<file path="config.mk">
export PLATFORM = sky130hd
export DESIGN_NAME = dly_txn_target
export DESIGN_NICKNAME = d
export VERILOG_FILES = /design/src/rtl/dly_txn_pkg.sv /design/src/rtl/dly_txn_slot.sv /design/src/rtl/dly_txn_discard_tmr.sv /design/src/rtl/dly_txn_target.sv
export SDC_FILE = /design/constraint.sdc
export NUM_CORES = 1
export LEC_CHECK = 0
export BUFFER_PORTS_ARGS = -buffer_cell sky130_fd_sc_hd__buf_2
export CORE_AREA = 4 4 120 122
export CTS_CLUSTER_DIAMETER = 60
export DETAILED_ROUTE_END_ITERATION = 7
export DIE_AREA = 0 0 124 126
export GPL_TIMING_DRIVEN = 0
export PLACE_DENSITY_LB_ADDON = 0.3
export SLEW_MARGIN = 20
export SYNTH_ARGS = -nofsm -noshare
export SYNTH_HDL_FRONTEND = slang
export SYNTH_SLANG_ARGS = --single-unit
</file>
<file path="constraint.sdc">
create_clock -name clk -period 2.5 [get_ports clk]
set_input_delay 0.5 -clock clk [delete_from_list [all_inputs] [get_ports clk]]
set_output_delay 0.5 -clock clk [all_outputs]
set_load 0.01 [all_outputs]
</file>
<file path="src/rtl/dly_txn_pkg.sv">
package dly_txn_pkg;

    typedef enum logic [1:0] {
        S_IDLE  = 2'd0,
        S_ISSUE = 2'd1,
        S_READY = 2'd2
    } slot_state_e;

    // Commands handled through the delayed path
    function automatic logic cmd_eligible(input logic [3:0] c);
        unique case (c)
            4'b0000, 4'b0010, 4'b0011, 4'b0110,
            4'b1010, 4'b1011, 4'b1100, 4'b1110: return 1'b1;
            default:                            return 1'b0;
        endcase
    endfunction

    function automatic logic cmd_is_write(input logic [3:0] c);
        return (c == 4'b0011) || (c == 4'b1011);
    endfunction

endpackage

</file>
<file path="src/rtl/dly_txn_slot.sv">
module dly_txn_slot #(
    parameter int ADDR_W = 32,
    parameter int DATA_W = 32,
    parameter int BE_W   = DATA_W / 8
) (
    input  logic              clk,
    input  logic              rst_n,
    input  logic              load,
    input  logic [3:0]        in_cmd,
    input  logic [ADDR_W-1:0] in_addr,
    input  logic [BE_W-1:0]   in_be,
    input  logic [DATA_W-1:0] in_wdata,
    input  logic              cap,
    input  logic [DATA_W-1:0] cap_data,
    output logic [3:0]        q_cmd,
    output logic [ADDR_W-1:0] q_addr,
    output logic [BE_W-1:0]   q_be,
    output logic [DATA_W-1:0] q_wdata,
    output logic [DATA_W-1:0] q_result,
    output logic              match
);
    import dly_txn_pkg::*;

    always_ff @(posedge clk or negedge rst_n) begin
        if (!rst_n) begin
            q_cmd    <= '0;
            q_addr   <= '0;
            q_be     <= '0;
            q_wdata  <= '0;
            q_result <= '0;
        end else begin
            if (load) begin
                q_cmd   <= in_cmd;
                q_addr  <= in_addr;
                q_be    <= in_be;
                q_wdata <= in_wdata;
            end
            if (cap) begin
                q_result <= cmd_is_write(q_cmd) ? '0 : cap_data;
            end
        end
    end

    // Write data takes part in the compare only for write commands
    always_comb begin
        match = (in_cmd == q_cmd) && (in_addr == q_addr) && (in_be == q_be)
                && (!cmd_is_write(q_cmd) || (in_wdata == q_wdata));
    end

endmodule

</file>
<file path="src/rtl/dly_txn_discard_tmr.sv">
module dly_txn_discard_tmr #(
    parameter int LIMIT = 32768
) (
    input  logic clk,
    input  logic rst_n,
    input  logic run,
    output logic expired
);
    localparam int CNT_W = (LIMIT > 1) ? $clog2(LIMIT) : 1;

    logic [CNT_W-1:0] cnt_q;

    always_ff @(posedge clk or negedge rst_n) begin
        if (!rst_n) begin
            cnt_q <= '0;
        end else if (!run) begin
            cnt_q <= '0;
        end else if (!expired) begin
            cnt_q <= cnt_q + 1'b1;
        end
    end

    assign expired = run && (cnt_q == CNT_W'(LIMIT - 1));

endmodule

</file>
<file path="src/rtl/dly_txn_target.sv">
module dly_txn_target #(
    parameter int ADDR_W         = 32,
    parameter int DATA_W         = 32,
    parameter int BE_W           = DATA_W / 8,
    parameter int DISCARD_CYCLES = 32768
) (
    input  logic              clk,
    input  logic              rst_n,
    input  logic              addr_valid,
    input  logic [3:0]        cmd,
    input  logic [ADDR_W-1:0] addr,
    input  logic [BE_W-1:0]   be,
    input  logic [DATA_W-1:0] wdata,
    output logic              devsel,
    output logic              trdy,
    output logic              stop,
    output logic [DATA_W-1:0] rdata,
    output logic              sec_req,
    output logic              sec_write,
    output logic [ADDR_W-1:0] sec_addr,
    output logic [BE_W-1:0]   sec_be,
    output logic [DATA_W-1:0] sec_wdata,
    input  logic              sec_ack,
    input  logic [DATA_W-1:0] sec_rdata
);
    import dly_txn_pkg::*;

    slot_state_e      state_q, state_d;
    logic             elig;
    logic             hit;
    logic             take_new;
    logic             deliver;
    logic             expired;
    logic             cap;
    logic [3:0]       q_cmd;
    logic [DATA_W-1:0] q_result;

    assign elig     = addr_valid && cmd_eligible(cmd);
    assign take_new = elig && (state_q == S_IDLE);
    assign deliver  = elig && hit && (state_q == S_READY);
    assign cap      = (state_q == S_ISSUE) && sec_ack;

    dly_txn_slot #(
        .ADDR_W (ADDR_W),
        .DATA_W (DATA_W),
        .BE_W   (BE_W)
    ) slot_i (
        .clk      (clk),
        .rst_n    (rst_n),
        .load     (take_new),
        .in_cmd   (cmd),
        .in_addr  (addr),
        .in_be    (be),
        .in_wdata (wdata),
        .cap      (cap),
        .cap_data (sec_rdata),
        .q_cmd    (q_cmd),
        .q_addr   (sec_addr),
        .q_be     (sec_be),
        .q_wdata  (sec_wdata),
        .q_result (q_result),
        .match    (hit)
    );

    dly_txn_discard_tmr #(
        .LIMIT (DISCARD_CYCLES)
    ) tmr_i (
        .clk     (clk),
        .rst_n   (rst_n),
        .run     (state_q == S_READY),
        .expired (expired)
    );

    // Next-state logic
    always_comb begin
        state_d = state_q;
        unique case (state_q)
            S_IDLE:  if (take_new) state_d = S_ISSUE;
            S_ISSUE: if (sec_ack)  state_d = S_READY;
            S_READY: if (deliver || expired) state_d = S_IDLE;
            default: state_d = S_IDLE;
        endcase
    end

    // State register
    always_ff @(posedge clk or negedge rst_n) begin
        if (!rst_n) state_q <= S_IDLE;
        else        state_q <= state_d;
    end

    // First-data-phase answer, one cycle after the address phase
    always_ff @(posedge clk or negedge rst_n) begin
        if (!rst_n) begin
            devsel <= 1'b0;
            stop   <= 1'b0;
            trdy   <= 1'b0;
            rdata  <= '0;
        end else begin
            devsel <= elig;
            stop   <= elig;
            trdy   <= deliver;
            rdata  <= deliver ? q_result : '0;
        end
    end

    assign sec_req   = (state_q == S_ISSUE);
    assign sec_write = cmd_is_write(q_cmd);

endmodule

</file>
==> flow_summary.toml <==
[critical_path]
required_ps = 2850
cpMaxStageDelayCell = "dfrtp_1"
ff2ff_setup_slack_ps = 290
path_class = "reg -> reg"
cp.arrival_ps = 2560
crit_fanout = 10
r2r_start = "slot_i.q_wdata[0]"
start_kind = "flop"
regToRegEndpoint = "rdata[6]"
slowest_delay_ps = 400
endpoint_kind = "flop"
reg2reg_depth = 8
cp_cell_sequence = "xnor2_1 -> nand4_1 -> nor4_1 -> nand2_1 -> a2111oi_4 -> buf_4 -> buf_6 -> and2_1"

[routing]
ant_nets = 0
via_count = 4505
wl_um = 15100
viasPerCell = 5.01
drc = 0
drt_first_pass_iters = 5
wl_per_cell_um = 16.8
drtIter0Drc = 152

[job]
drv_cap = 0

[grt]
first_global_vias = 4931
grt_max_degree = 104
antenna_found_initial = 1
grt_pass1_wl_um = 24100
grtUsageTotal_pct = 20.1
grt-ovfl-total = 0

[clock_tree]
ctsResizeCount = 0
clock-sinks = 155
ctsRootBufferMaster = "clkbuf_16"
clkTransAtPathRegs_ps = 60
numCtsBuffers = 17
cts_buffer_depth = 2
htree_num_levels = 4
clk_latency_ps = 420
cts_tree = "done"

[hold_path]
hp-class = "in -> reg"
whs_endpoint = "state_q[0]"
hp-start = "sec_ack"
hold-path-cell-count = 2

[die]
die_x_um = 124
fp.dieH_um = 126
initial_core_util_pct = 49.3
die_area_mm2 = 0.0156
coreArea_mm2 = 0.0132
io_pins = 213
floorplan.rows = 42

[logic_synthesis]
yosysTopAreaCell = "dfrtp_1"
synth_area_mm2 = 0.00650
syn_avg_cell_area_um2 = 13.7
syn_inst = 476
yosysMostFrequentCell = "dfrtp_1"
yosys_most_used_dff = "dfrtp_1"
yosys_warnings = 0
ys_top_cells_by_area = "dfrtp_1 (60%), mux2_2 (12%), xor2_1 (6.3%)"
ys_types = 30
ys_seq_elements = 155
synth_top_area_share_pct = 59.7
synth-edff-count = 0
ys_seq_area_share_pct = 59.7
synth.top_cells.by_count = "dfrtp_1 (155), mux2_2 (72), xor2_1 (47)"
syn_nets = 585
async_flop_share_pct = 100

[sta]
grt_setup_unrepaired = "no"
skew_ps = 7.71
timing.fmax_mhz = 452
worstMarginPinSlew_ps = 521
setup_viol = 0
slew_headroom_pct = 64.9
hold_viol = 0
setup_slack_ps = 290
fin_tns_setup_ps = 0
fin_crit_ps = 2210
final_max_slew_viol_count = 0
fin_crit_sh_pct = 88.4

[placement]
place.gp.congestion = 0.730
portBuffers = 212
dp_hpwl_um = 11300
place_ws_ps = -115

[cells_and_area]
fill_cells = 1011
nets = 819
seq_area_mm2 = 0.00388
multi_input_area_mm2 = 0.00251
syn_to_final_growth_pct = 30.4
layout-drive-gt1-share_pct = 47.2

[power_and_ir_drop]
pwr-share-seq_pct = 41.7
combPwrFrac_pct = 30.0
power_mw = 9.77
ir_drop_mv = 0.720
total_leakage_power_nw = 4.16
switchingPower_mw = 2.98
sw_frac_of_total_pct = 30.5
clockPowerShare_pct = 28.3
power_density_mw_per_mm2 = 1150
internal_power_mw = 6.79

[outcome]
status = "completed"
## area by class of cell
| class | instances | share of cell area [%] |
|---|---|---|
| Antenna cell | 1 | 0.0295 |
| Buffer | 20 | 1.31 |
| Clock buffer | 20 | 5.27 |
| Clock inverter | 11 | 2.29 |
| Inverter | 1 | 0.0443 |
| Multi-Input combinational cell | 300 | 29.6 |
| Sequential cell | 155 | 45.7 |
| Tap cell | 176 | 2.60 |
| Timing Repair Buffer | 215 | 13.2 |
## power groups by stage
stage          clock network [mW]  registers (mW)  logic [mW]
6_report                     2.76            4.08        2.93
5_1_grt                      2.94            4.21        3.20
4_1_cts                      2.82            4.09        2.99
3_5_place_dp                    0            4.12        2.97
3_3_place_gp                    0            4.04        2.91
2_1_floorplan                   0            4.29        1.59
## worst max path at each step
stage	startpoint	to	slack [ps]	cells after the start
after floorplan	wdata[9]	rdata[22]	530	7
after global placement	rst_n	rdata[2]	-1240	1
after detailed placement	wdata[0]	rdata[26]	-110	8
after CTS	slot_i.q_wdata[0]	rdata[6]	80	7
after global routing	slot_i.q_wdata[12]	rdata[10]	100	8
final	slot_i.q_wdata[0]	rdata[6]	290	8
## metrics by stage
step	instance area [um2]	utilization, %	hold WS, ps	instances
final	8480	64.3	294	899
after global routing	8480	64.3	274	899
after CTS	8470	64.2	276	897
after detailed placement	7820	59.3	442	865
after global placement	7780	59.0	462	864
after floorplan	6500	-	204	476
## per-layer routing
metal,vias up,wire length (um),part of all wire [%],track usage (%)
met1,2206,6020,40,23.7
met4,0,399,2.6,8.51
met5,-,0,0,0
met3,28,1150,7.6,6.91
met2,149,7530,50,33.3
li1,2122,-,-,-
## state kept, by name, summed over array words and instances, names as in the netlist
name             count
slot_i.q_be          4
tmr_i.cnt_q         15
slot_i.q_cmd         4
slot_i.q_result     32
stop                 1
slot_i.q_wdata      32
trdy                 1
rdata               32
state_q              2
slot_i.q_addr       32
## critical path, delay by kind of cell (launching register included)
family                    cells  cell delay [ps]
DFF                           1              400
and+or+nand+nor               4              870
AOI/OAI and AO/OA             1              310
xor gates and xnor gates      1              200
buffers and inverters         2              350
## what timing repair did
item,CTS,global route
hold buffers,1,0
setup buffers,0,1
hold endpoints to repair,4,0
setup endpoints to repair,0,33
## logic make-up after synthesis
group	share of synthesized area (%)
AOI/OAI and AO/OA	5.14
buffers and inverters	1.77
and+or+nand+nor	9.16
muxes	12.6
xor gates and xnor gates	11.5
DFF	59.7
adders and majority gates	0.192
## placed cells by master (no fill, tap or decap), drive strengths merged
master,count
a2111oi,1
a21oi,1
a22o,32
and2,34
and3,2
and4,5
buf,225
bufinv,5
clkbuf,29
clkinv,5
clkinvlp,1
dfrtp,155
diode,1
dlygate4sd3,1
ha,1
inv,1
mux2,72
mux2i,1
nand2,10
nand2b,2
nand3,5
nand4,13
nor2,20
nor3,3
nor4,10
o21ai,1
o2bb2ai,1
o31ai,1
xnor2,38
xor2,47
Note: power is estimated with default switching activity, not from simulation.
